`src/rtl/tt_status_pkg.sv`:
```
package tt_status_pkg;
  localparam int CNT_W    = 3;
  localparam int TIME_W   = 16;
  localparam int STAT_W   = 16;
  localparam int NFLAG    = 2;
  // flag indices in the flag vector
  localparam int FLG_MATRIX  = 0;
  localparam int FLG_COMPARE = 1;
  // bit positions in the status word
  localparam int POS_MATRIX  = 4;
  localparam int POS_COMPARE = 3;
endpackage

```
`src/rtl/tt_cycle_counter.sv`:
```
module tt_cycle_counter #(
  parameter int CNT_W = 3
) (
  input  logic             clk,
  input  logic             rst_n,
  input  logic             start,
  input  logic             reload,
  input  logic [CNT_W-1:0] max_val,
  input  logic [CNT_W-1:0] init_val,
  output logic [CNT_W-1:0] count,
  output logic             wrap,
  output logic             at_zero
);
  localparam logic [CNT_W-1:0] ONE = CNT_W'(1);

  logic [CNT_W-1:0] nxt;

  assign wrap    = start && !reload && (count == max_val);
  assign at_zero = (count == '0);

  always_comb begin
    nxt = count;
    if (reload)       nxt = init_val;
    else if (wrap)    nxt = '0;
    else if (start)   nxt = count + ONE;
  end

  always_ff @(posedge clk or negedge rst_n) begin
    if (!rst_n) count <= '0;
    else        count <= nxt;
  end

  // a wrap lands on zero
  p_wrap_zero_r3: assert property (@(posedge clk) disable iff (!rst_n)
    (start && !reload && count == max_val) |=> (count == '0));
  // reload wins over start
  p_reload_r3: assert property (@(posedge clk) disable iff (!rst_n)
    reload |=> (count == $past(init_val)));
  // idle holds the count
  p_hold_r3: assert property (@(posedge clk) disable iff (!rst_n)
    (!start && !reload) |=> $stable(count));
endmodule

```
`src/rtl/tt_compare_unit.sv`:
```
module tt_compare_unit #(
  parameter int TIME_W = 16
) (
  input  logic              en,
  input  logic [TIME_W-1:0] cmp_value,
  input  logic [TIME_W-1:0] cycle_time,
  output logic              match
);
  assign match = en && (cmp_value == cycle_time);

  // disabled compare never matches
  always_comb begin
    p_disabled_r7: assert (en || !match);
  end
endmodule

```
`src/rtl/tt_sticky_flag.sv`:
```
module tt_sticky_flag (
  input  logic clk,
  input  logic rst_n,
  input  logic set,
  input  logic clr,
  output logic q
);
  always_ff @(posedge clk or negedge rst_n) begin
    if (!rst_n)   q <= 1'b0;
    else if (set) q <= 1'b1;
    else if (clr) q <= 1'b0;
  end

  // set beats a simultaneous clear
  p_set_wins_r6: assert property (@(posedge clk) disable iff (!rst_n)
    set |=> q);
  // clear alone empties the flag
  p_clear_r8: assert property (@(posedge clk) disable iff (!rst_n)
    (!set && clr) |=> !q);
  // no event, no change
  p_sticky_r6: assert property (@(posedge clk) disable iff (!rst_n)
    (!set && !clr) |=> $stable(q));
endmodule

```
`src/rtl/tt_cycle_status.sv`:
```
module tt_cycle_status
  import tt_status_pkg::*;
(
  input  logic              clk,
  input  logic              rst_n,
  input  logic              cycle_start,
  input  logic              cycle_reload,
  input  logic              ref_done,
  input  logic [CNT_W-1:0]  cfg_cycle_max,
  input  logic [CNT_W-1:0]  cfg_cycle_init,
  input  logic              cmp_en,
  input  logic [TIME_W-1:0] cmp_value,
  input  logic [TIME_W-1:0] cycle_time,
  input  logic              clr_matrix_irq,
  input  logic              clr_compare_irq,
  output logic [STAT_W-1:0] status_word,
  output logic              irq_matrix,
  output logic              irq_compare,
  output logic [CNT_W-1:0]  cycle_count
);
  logic             wrap, at_zero, match, ref_ok;
  logic [NFLAG-1:0] set_v, clr_v, flag_q, irq_q;

  tt_cycle_counter #(.CNT_W(CNT_W)) u_cnt (
    .clk(clk), .rst_n(rst_n), .start(cycle_start), .reload(cycle_reload),
    .max_val(cfg_cycle_max), .init_val(cfg_cycle_init),
    .count(cycle_count), .wrap(wrap), .at_zero(at_zero));

  tt_compare_unit #(.TIME_W(TIME_W)) u_cmp (
    .en(cmp_en), .cmp_value(cmp_value), .cycle_time(cycle_time),
    .match(match));

  // reference completion counts only at cycle zero with a bounded maximum
  assign ref_ok = ref_done && at_zero && (cfg_cycle_max != '1);

  assign set_v[FLG_MATRIX]  = wrap || ref_ok;
  assign set_v[FLG_COMPARE] = match;
  assign clr_v[FLG_MATRIX]  = clr_matrix_irq;
  assign clr_v[FLG_COMPARE] = clr_compare_irq;

  // status flag and interrupt bit per event, kept as separate registers
  for (genvar g = 0; g < NFLAG; g++) begin : g_flag
    tt_sticky_flag u_stat (
      .clk(clk), .rst_n(rst_n), .set(set_v[g]), .clr(clr_v[g]), .q(flag_q[g]));
    tt_sticky_flag u_irq (
      .clk(clk), .rst_n(rst_n), .set(set_v[g]), .clr(clr_v[g]), .q(irq_q[g]));
  end

  always_comb begin
    status_word              = '0;
    status_word[POS_MATRIX]  = flag_q[FLG_MATRIX];
    status_word[POS_COMPARE] = flag_q[FLG_COMPARE];
  end

  assign irq_matrix  = irq_q[FLG_MATRIX];
  assign irq_compare = irq_q[FLG_COMPARE];

  // unused bits stay zero
  p_unused_zero_r2: assert property (@(posedge clk) disable iff (!rst_n)
    (status_word[15:5] == '0) && (status_word[2:0] == '0));
  // a wrap sets the matrix flag
  p_wrap_sets_r4: assert property (@(posedge clk) disable iff (!rst_n)
    (cycle_start && !cycle_reload && cycle_count == cfg_cycle_max)
      |=> status_word[POS_MATRIX]);
  // a gated reference completion sets the matrix flag
  p_ref_sets_r5: assert property (@(posedge clk) disable iff (!rst_n)
    (ref_done && cycle_count == '0 && cfg_cycle_max != 3'b111)
      |=> status_word[POS_MATRIX]);
  // an enabled match sets the compare flag
  p_match_sets_r7: assert property (@(posedge clk) disable iff (!rst_n)
    (cmp_en && cmp_value == cycle_time) |=> (status_word[POS_COMPARE] && irq_compare));
  // flag and interrupt bit move together
  p_irq_track_r6: assert property (@(posedge clk) disable iff (!rst_n)
    (irq_matrix == status_word[POS_MATRIX]) && (irq_compare == status_word[POS_COMPARE]));
endmodule

```
`config.mk`:
```
export PLATFORM = sky130hd
export DESIGN_NAME = tt_cycle_status
export DESIGN_NICKNAME = d
export VERILOG_FILES = /design/src/rtl/tt_status_pkg.sv /design/src/rtl/tt_cycle_counter.sv /design/src/rtl/tt_compare_unit.sv /design/src/rtl/tt_sticky_flag.sv /design/src/rtl/tt_cycle_status.sv
export SDC_FILE = /design/constraint.sdc
export NUM_CORES = 1
export LEC_CHECK = 0
export ABC_AREA = 1
export BUFFER_PORTS_ARGS = -buffer_cell sky130_fd_sc_hd__buf_4
export CORE_ASPECT_RATIO = 0.8
export CORE_MARGIN = 5
export CORE_UTILIZATION = 35
export CTS_CLUSTER_SIZE = 40
export DETAILED_ROUTE_END_ITERATION = 6
export PLACE_DENSITY = 0.87
export RECOVER_POWER = 100
export SLEW_MARGIN = 5
export SYNTH_ARGS = -nofsm -noshare
export SYNTH_HDL_FRONTEND = slang
export SYNTH_SLANG_ARGS = --single-unit
```
`constraint.sdc`:
```
create_clock -name clk -period 1.1 [get_ports clk]
set_clock_uncertainty 0.05 [all_clocks]
set_input_delay 0.22 -clock clk [delete_from_list [all_inputs] [get_ports clk]]
set_output_delay 0.22 -clock clk [all_outputs]
set_load 0.005 [all_outputs]
```
# [Word level (Yosys, flattened, before mapping)]
# Cells that the tools add are included.
[totals] input_bits=46 elab_cells=25 out_inout_bits=21 register_bits=5
[classes] reduce_logical=11 add_sub_neg=1 mux=7 eq_ne=3
[op_table] cell="== test 16 bit" n=1
[op_table] cell="two-way mux 3 bit" n=3
[op_table] cell="logical AND 1 bit" n=5
[op_table] cell="two-way mux 1 bit" n=4
[op_table] cell="nonzero test 2 bit" n=2
[op_table] cell="adder 3 x 1 -> 3 bit (second input constant)" n=1
[op_table] cell="== test 3 bit" n=1
[op_table] cell="zero test 3 bit" n=1
[op_table] cell="inequality test 3 bit (second input constant)" n=1
[op_table] cell="nonzero test 3 bit" n=1
[op_table] cell="zero test 1 bit" n=1
[op_table] cell="logical OR 1 bit" n=1

# [Longest topological paths before layout]
# Gate-level depths: netlist (run 1).
[logic_depth] ltp_word=5 mapped_depth=8 depth_no_buf=8

# [By module]
# A second synthesis (run 1) with hierarchy kept.
[hier_totals] cells_unflattened=147 hier_area_um2=834.6
[modules_own_cells] mod="tt_compare_unit" seq_area_each_um2=0.0 cells_each=63 instances=1 area_each_um2=275.3
[modules_own_cells] mod="tt_cycle_counter" seq_area_each_um2=75.1 cells_each=43 instances=1 area_each_um2=266.5
[modules_own_cells] mod="tt_sticky_flag" seq_area_each_um2=25.0 cells_each=5 instances=4 area_each_um2=40.0
[modules_own_cells] mod="tt_cycle_status" seq_area_each_um2=0.0 cells_each=21 instances=1 area_each_um2=132.6

# [Least setup slack after synthesis (run 1)]
# OpenSTA, ideal clock, no wires.
[synth_timing] path_kind="register to register" startpoint="register u_cnt.count[0]" endpoint="register u_cnt.count[2]" path_slack_ps=52 stages_incl_launch_ff=5 arrival_time_ps=877 synth_period_minus_slack_ps=1048 required_time_ps=929 n_path_buf=0 setup_ps=121 path_cell_list="dfrtp_1 > ha_1 > xor2_1 > nand3_1 > nand2_1"
[synth_via] elab_chain_len=4 elab_cells_between_ends=7 cone_classes="1 x add/sub; 1 x eq/ne; 3 x mux; 2 x reduce/logical"
[synth_rtl] item="from (decl)" line_no="tt_cycle_counter.sv:10" rtl="output logic [CNT_W-1:0] count,"
[synth_rtl] item="from (signal assigned)" line_no="tt_cycle_counter.sv:30" rtl="else count <= nxt;"
[synth_rtl] item="adder 3 x 1 -> 3 bit or == test 3 bit (tied branches)" line_no="tt_cycle_counter.sv:25, tt_cycle_counter.sv:18"
[synth_rtl] item="two-way mux 3 bit or logical AND 1 bit (tied branches)" line_no="tt_cycle_counter.sv:25, tt_cycle_counter.sv:18"
[synth_rtl] item="two-way mux 3 bit" line_no="tt_cycle_counter.sv:24" rtl="else if (wrap) nxt = '0;"
[synth_rtl] item="two-way mux 3 bit" line_no="tt_cycle_counter.sv:23" rtl="if (reload) nxt = init_val;"
# Parallel ways exist; a longest one is shown, timed or not. The select of a mux whose other input is x is not followed.
# A chain may end at the register's enable or synchronous reset.

# [Final worst setup path (run 1)]
[layout_timing] startpoint="register u_cnt.count[2]" endpoint="output cycle_count[2]"
[layout_lines] item="to (decl)" line_no="tt_cycle_status.sv:19" rtl="output logic [CNT_W-1:0] cycle_count"
# No word-level cell between the ends.

==> flow_summary.toml, run 1 <==
[outcome]
status = "finished, violations left"
violations = "negative setup slack"

[yosys]
synth_top_area_cell = "nand2_1"
yosysWarningCount = 0
synth_cell_types = 16
synth.area.top_cells = "nand2_1 (18%), dfrtp_1 (17%), buf_4 (16%), inv_1 (13%), xnor2_1 (9.5%)"
yosysTopAreaCellShare_pct = 18.40
synth_area_um2 = 734.5
netlist_instances = 122
syn_avg_cell_area_um2 = 6.020
ys_ff_latch = 5
yosysSeqAreaShare_pct = 17.04

[critical_path]
critPathLaunchType = "flip-flop"
cp_data_required_time_ns = 0.83
critPathArrivalTime_ns = 0.88
cp-end-kind = "primary output"
path_class = "flip-flop to primary output"
cp_max_fo = 2

[timing]
tns_ns = -0.1347
period_minus_slack_ns = 1.147
fin_crit_sh_pct = 104.2
rsz0062_at_grt = "true"
final_hold_viol_count = 0
fmax_mhz = 872.0
slew_violations = 0
setup_violations = 5
finalWorstSetupSlack_ns = -0.04673

[clocking]
clock_sinks = 5
clk_path_buf_depth = 2
root_buffer = "clkbuf_4"
cts_buffers = 3
clk_latency_ns = 0.25
cts_max_level = 1
path_clk_slew_ns = 0.05
cts_tree = "yes"

[drt]
drt-pass1-iter-count = 3
routedWlPerCell_um = 10.56
drtAntennaViolNets = 0
wl_met2_um = 1173
vias_per_cell = 4.148
first_iter_violations = 24
top_layer = "met4"
drc = 0
drt-total-wl_um = 2143
vias = 842
routed-wl-met3_um = 228
m1WireLength_um = 681

[cells_and_area]
fin_nets = 228
fill_cells = 188
final_common_cell = "buf_4"
synthToLayoutAreaGrowth_pct = 59.45
utilization_pct = 60.23
drive_gt1_share_pct = 37.43
register_area_um2 = 127.6
final_cell_mix = "buf_4 (45), nand2_1 (36), inv_1 (25), conb_1 (14), nor2_1 (11)"
antenna_cells = 0
multi_input_area_um2 = 455.4

[placed_design]
numPortBuffers = 52
gp_congestion = 0.7031
dp_hpwl_um = 1799
post-place-ws_ns = -0.04029

[global_route]
grt_pass1_vias = 818
grt.total_usage_pct = 13.83
grt_remaining_overflow = 0
grt_pass1_wl_um = 3187
grt_max_degree = 6
antenna_found_initial = 0

[floorplanning]
ios = 67
die_y_um = 50.97
die_area_um2 = 3120
coreArea_um2 = 1944
placementRows = 14
die_x_um = 61.22
start_util_pct = 37.77

[power_and_ir_drop]
peakVddDrop_mv = 0.4827
p_per_area_nw_per_um2 = 744.5
finalPower_mw = 0.8719
power.leakage_nw = 0.7227

[min_path]
hp-class = "input port to flip-flop"

[flow_run]
drv_cap = 0
[stage by stage]
stage | cell area, µm² | hold slack (ns) | instances
2_1_floorplan | 783.3 | -0.1256 | 135
3_3_place_gp | 1091 | -0.02491 | 196
3_5_place_dp | 1091 | -0.02379 | 196
4_1_cts | 1166 | 0.1348 | 203
5_1_grt | 1171 | 0.1446 | 203
6_report | 1171 | 0.1388 | 203
[worst max-delay path, stage by stage, from the launching register on]
cell,delay (ns)
dfrtp_1,0.39
buf_6,0.13
buf_6,0.11
[state kept, by name, summed over array words and instances, names as in the netlist]
| name | count |
|---|---|
| u_cnt.count | 3 |
| g_flag.u_stat.q | 1 |
| g_flag.u_irq.q | 1 |
[final timing paths]
check                      slack, ns            endpoint         startpoint  cells past startpoint
max                            -0.05      cycle_count[2]     u_cnt.count[2]                      2
min                             0.14  g_flag[0].u_stat.q     clr_matrix_irq                      2
max in group asynchronous       0.44      u_cnt.count[0]              rst_n                      2
min reg2reg                     0.46   g_flag[1].u_irq.q  g_flag[1].u_irq.q                      2
min in group asynchronous       0.31  g_flag[0].u_stat.q              rst_n                      2
max reg2reg                    -0.03      u_cnt.count[1]     u_cnt.count[1]                      4
[timing repair]
item / in CTS / in global routing
hold buffers: 1 / 0
gates resized for setup: 6 / 4
setup endpoints to repair: 6 / 7
gates cloned: 0 / 0
endpoints found under the hold margin: 5 / 0
pin swaps: 2 / 2
buffers inserted: 2 / 0
[cells in the mapped netlist]
cell type and n:
buf_4 16, nand4_2 1, nand4_1 1, o211ai_1 1, xnor2_1 8, or2_2 2, xor2_1 1, nand3_1 7
a22oi_1 3, nand2_1 36, ha_1 2, conb_1 1, nor2_1 11, inv_1 26, nor2_4 1, dfrtp_1 5
[final cells by class]
| class | count | area share [%] |
|---|---|---|
| inverters | 26 | 8.333 |
| repair buffers | 56 | 37.07 |
| multi-input cells | 88 | 38.89 |
| flip-flops and latches | 5 | 10.90 |
| well taps | 24 | 2.564 |
| clock buffers | 4 | 2.244 |
[power by group]
group	leakage (nW)	switching [mW]	internal, mW
sequential	0.0612	0.0276	0.207
combinational	0.647	0.170	0.248
clock	0.0150	0.0818	0.138
[layer usage]
layer  global-route usage, %  vias up
met1                   13.16      356
met3                   4.030        6
met2                   26.41       37
li1                        -      443
met5                       0        -
met4                   6.498        0
[kinds of logic (layout without fill, tap and decap cells)]
family / count (synthesis) / in the layout / synth area share [%]
AND/OR/NAND/NOR: 59 / 59 / 34.58
buffers and inverters: 42 / 86 / 29.64
XOR/XNOR: 9 / 9 / 10.73
flip-flops: 5 / 5 / 17.04
AO/OA/AOI/OAI: 4 / 4 / 4.089
adder cells (fa/ha/maj): 2 / 2 / 3.407
other: 1 / 14 / 0.5106
Power figures use the tool's default switching activity.
==> inputs of run 2 (changes only) <==
--- a/config.mk
+++ b/config.mk
@@ -13,7 +13,7 @@
 export CTS_CLUSTER_SIZE = 40
 export DETAILED_ROUTE_END_ITERATION = 6
 export PLACE_DENSITY = 0.87
-export RECOVER_POWER = 100
+export RECOVER_POWER = 25
 export SLEW_MARGIN = 5
 export SYNTH_ARGS = -nofsm -noshare
 export SYNTH_HDL_FRONTEND = slang
==> flow_summary.toml, run 2 (synthesized netlist as in run 1, its figures left out) <==
[cells_and_area]
final_common_cell = "buf_4"
utilization_pct = 60.23
fill_cells = 188
largest_register_ffs = 3
fin_nets = 228
top_regs = "u_cnt.count: 3 flops, g_flag.u_stat.q: 1 flops, g_flag.u_irq.q: 1 flops"
fin_cells = 203
final_cell_mix = "buf_4 (50), nand2_1 (36), inv_1 (25), conb_1 (14), nor2_1 (11)"
synthToLayoutAreaGrowth_pct = 59.45
antenna_cells = 0
drive_gt1_share_pct = 37.43
regMostFlops = "u_cnt.count"
design_area_um2 = 1171

[global_route]
grt_max_degree = 6
grt_pass1_vias = 818
grt_pass1_wl_um = 3187
antenna_found_initial = 0
grt_remaining_overflow = 0
grt.total_usage_pct = 13.83

[critical_path]
reg2reg_depth = 4
critPathArrivalTime_ns = 0.88
cp_num_cells = 2
path_delay_family = "flip-flops"
path_class = "flip-flop to primary output"
critPathLaunchType = "flip-flop"
path_cells = "buf_6 -> buf_6"
crit_slowest_cell = "dfrtp_1"
path_common_cell = "buf_6"
cp_max_fo = 2
cp_data_required_time_ns = 0.83
max_stage_delay_ns = 0.39
cp-end-kind = "primary output"
cp.buffers_inverters = 2

[min_path]
holdPathStages = 2
hp-class = "input port to flip-flop"

[timing]
setup_violations = 5
period_minus_slack_ns = 1.147
rsz0062_at_grt = "true"
fmax_mhz = 872.0
fin_crit_sh_pct = 104.2
slew_violations = 0
final_hold_viol_count = 0
finalWorstSetupSlack_ns = -0.04673

[drt]
vias = 844
routedWlPerCell_um = 10.57
drt-pass1-iter-count = 3
drt-total-wl_um = 2145
drc = 0
first_iter_violations = 24
drtAntennaViolNets = 0
vias_per_cell = 4.158

[placed_design]
dp.cells = 196
numPortBuffers = 52
gp_congestion = 0.7031
dp_hpwl_um = 1799
placed_cell_area_um2 = 1091

[flow_run]
drv_cap = 0

[clocking]
clock_sinks = 5
cts_tree = "yes"
cts_max_level = 1
root_buffer = "clkbuf_4"
path_clk_slew_ns = 0.05
clk_latency_ns = 0.25
cts_buffers = 3
clk_path_buf_depth = 2

[outcome]
status = "finished, violations left"
violations = "negative setup slack"

[power_and_ir_drop]
finalPower_mw = 0.8737
power.leakage_nw = 0.7249
peakVddDrop_mv = 0.4884
p_per_area_nw_per_um2 = 746.0

[floorplanning]
ios = 67
placementRows = 14
die_y_um = 50.97
coreArea_um2 = 1944
die_x_um = 61.22
die_area_um2 = 3120
start_util_pct = 37.77
-- run 2: changes by cell type in the layout (fill, tap and decap cells not counted) --
cell / change
buf_4: +5
clkbuf_4: -5
-- run 2: through the flow --
stage	hold slack, ns	setup slack [ns]	TNS (ns)
floorplan	-0.1256	0.05156	0
global placement	-0.02491	0.04219	0
detailed placement	-0.02379	-0.04029	-0.1117
CTS	0.1348	-0.05069	-0.07095
global route	0.1446	-0.1631	-0.7460
finish	0.1388	-0.04673	-0.1347
-- run 2: per-layer routing --
layer	part of all wire (%)	up-vias	global-route usage, %
met2	55	37	26.41
met3	11	6	4.030
met1	32	358	13.16
met5	0	-	0
li1	-	443	-
met4	2.8	0	6.498
-- run 2: where the power goes --
part           switching (mW)  internal, mW
Sequential             0.0279         0.207
Combinational           0.170         0.249
Clock                  0.0818         0.138
Total                   0.280         0.594
-- run 2: path summary, 6_finish.rpt --
check | to | startpoint | slack [ns]
worst max-delay path | cycle_count[2] | u_cnt.count[2] | -0.05
max in group asynchronous | u_cnt.count[0] | rst_n | 0.44
worst min register to register | g_flag[1].u_irq.q | g_flag[1].u_irq.q | 0.46
worst max register to register | u_cnt.count[1] | u_cnt.count[1] | -0.03
worst min-delay path | g_flag[0].u_stat.q | clr_matrix_irq | 0.14
min in group asynchronous | g_flag[0].u_stat.q | rst_n | 0.31
-- run 2: repair_timing --
action	4_1_cts	5_1_grt
hold buffers	1	0
setup endpoints to repair	6	7
gates cloned	0	0
hold endpoints to repair	5	0
buffers inserted	2	0
gates resized for setup	6	4
pin swaps	2	2
-- run 2: area by class of cell --
cell class	instances	area (µm²)	share of cell area (%)
clock buffer	4	26.28	2.244
sequential	5	127.6	10.90
tap	24	30.03	2.564
inverter	26	97.59	8.333
timing repair buffer	56	434.2	37.07
multi-input combinational	88	455.4	38.89
==> inputs of run 3 (changes only) <==
--- a/config.mk
+++ b/config.mk
@@ -8,12 +8,13 @@
 export ABC_AREA = 1
 export BUFFER_PORTS_ARGS = -buffer_cell sky130_fd_sc_hd__buf_4
 export CORE_ASPECT_RATIO = 0.8
-export CORE_MARGIN = 5
+export CORE_MARGIN = 2
 export CORE_UTILIZATION = 35
 export CTS_CLUSTER_SIZE = 40
 export DETAILED_ROUTE_END_ITERATION = 6
 export PLACE_DENSITY = 0.87
 export RECOVER_POWER = 25
+export SKIP_LAST_GASP = 1
 export SLEW_MARGIN = 5
 export SYNTH_ARGS = -nofsm -noshare
 export SYNTH_HDL_FRONTEND = slang
==> flow_summary.toml, run 3 (synthesized netlist as in run 1, its figures left out) <==
[critical_path]
cp-end-kind = "primary output"
critPathLaunchType = "flip-flop"
path_class = "flip-flop to primary output"
critPathArrivalTime_ns = 0.88
cp_data_required_time_ns = 0.83
cp_max_fo = 2

[timing]
setup_violations = 5
tns_ns = -0.08612
fmax_mhz = 873.0
period_minus_slack_ns = 1.145
fin_crit_sh_pct = 104.1
rsz0062_at_grt = "true"
final_hold_viol_count = 0
slew_violations = 0
fin_hold_ws_ns = 0.1276
finalWorstSetupSlack_ns = -0.04544

[power_and_ir_drop]
p_per_area_nw_per_um2 = 752.4
p_comb_share_pct = 47.7
p_sw_share_pct = 32.31
power.leakage_nw = 0.7310
power.sequential.fraction_pct = 26.9
peakVddDrop_mv = 0.5796
power_switching_mw = 0.2847
p_int_mw = 0.5965
clock_power_share_pct = 25.4

[clocking]
cts_tree = "yes"
clk_latency_ns = 0.24
path_clk_slew_ns = 0.05
cts_buffers = 3
root_buffer = "clkbuf_4"
clock_sinks = 5
cts_max_level = 1
clk_path_buf_depth = 2

[floorplanning]
start_util_pct = 38.12
placementRows = 14
die_area_um2 = 2483
ios = 67
die_y_um = 44.97
coreArea_um2 = 1927
die_x_um = 55.22

[cells_and_area]
final_common_cell = "buf_4"
utilization_pct = 60.78
largest_register_ffs = 3
antenna_cells = 0
drive_gt1_share_pct = 36.87
regMostFlops = "u_cnt.count"
top_regs = "u_cnt.count: 3 flops, g_flag.u_stat.q: 1 flops, g_flag.u_irq.q: 1 flops"
final_cell_mix = "buf_4 (50), nand2_1 (36), inv_1 (25), conb_1 (14), nor2_1 (11)"
synthToLayoutAreaGrowth_pct = 59.45
fin_nets = 228

[drt]
first_iter_violations = 17
drt-total-wl_um = 1986
routedWlPerCell_um = 9.783
drt-pass1-iter-count = 4
vias_per_cell = 4.296
drc = 0
vias = 872
drtAntennaViolNets = 0

[global_route]
antenna_found_initial = 0
grt_remaining_overflow = 0
grt_pass1_vias = 858
grt.total_usage_pct = 17.59
grt_pass1_wl_um = 3305
grt_max_degree = 6

[placed_design]
gp_congestion = 0.7767
numPortBuffers = 52
dp_hpwl_um = 1592

[min_path]
hp-class = "input port to flip-flop"

[outcome]
violations = "negative setup slack"
status = "finished, violations left"

[flow_run]
drv_cap = 0
run 3: cell type report:
type	count	area [µm²]
multi-input cells	88	455.4
repair buffers	56	434.2
clock buffers	4	26.28
inverters	26	97.59
fillers	179	755.7
well taps	24	30.03
flip-flops and latches	5	127.6
run 3: power by group through the flow:
stage          Sequential, mW  Combinational [mW]  Clock, mW
3_3_place_gp            0.228               0.366          0
4_1_cts                 0.233               0.410      0.234
2_1_floorplan           0.233               0.202          0
5_1_grt                 0.240               0.464      0.246
6_report                0.237               0.420      0.224
3_5_place_dp            0.231               0.376          0
run 3: final timing paths:
check,slack [ns],cells after the start,startpoint,endpoint
max,-0.05,2,u_cnt.count[2],cycle_count[2]
max in group asynchronous,0.44,2,rst_n,u_cnt.count[1]
min reg2reg,0.50,2,g_flag[1].u_irq.q,g_flag[1].u_irq.q
min in group asynchronous,0.31,2,rst_n,g_flag[0].u_stat.q
min,0.13,2,clr_matrix_irq,g_flag[0].u_stat.q
max reg2reg,-0.02,4,u_cnt.count[1],u_cnt.count[2]
run 3: repair_timing:
item,CTS,global route
buffers inserted,2,0
endpoints found under the setup margin,6,7
hold buffers,1,0
pin swaps,4,1
resized for setup,6,3
hold endpoints to repair,5,0
run 3: worst max-delay path, cell delays in order (launching register included):
cell	delay, ns
dfrtp_1	0.40
buf_6	0.13
buf_6	0.10
run 3: metal layers:
| layer | GRT usage (%) | vias to the layer above | wire (µm) |
|---|---|---|---|
| met5 | 0 | - | 0 |
| met4 | 7.317 | 0 | 23 |
| met3 | 5.444 | 5 | 142 |
| met2 | 38.33 | 37 | 1147 |
| met1 | 14.94 | 387 | 673 |
| li1 | - | 443 | - |
run 3: through the flow:
| stage | setup slack [ns] | total power, mW | area [µm²] | cells |
|---|---|---|---|---|
| 6_report | -0.04544 | 0.8811 | 1171 | 203 |
| 5_1_grt | -0.07066 | 0.9499 | 1171 | 203 |
| 4_1_cts | -0.05179 | 0.8777 | 1166 | 203 |
| 3_5_place_dp | -0.02729 | 0.6064 | 1091 | 196 |
| 3_3_place_gp | 0.04077 | 0.5937 | 1091 | 196 |
| 2_1_floorplan | 0.05156 | 0.4355 | 783.3 | 135 |
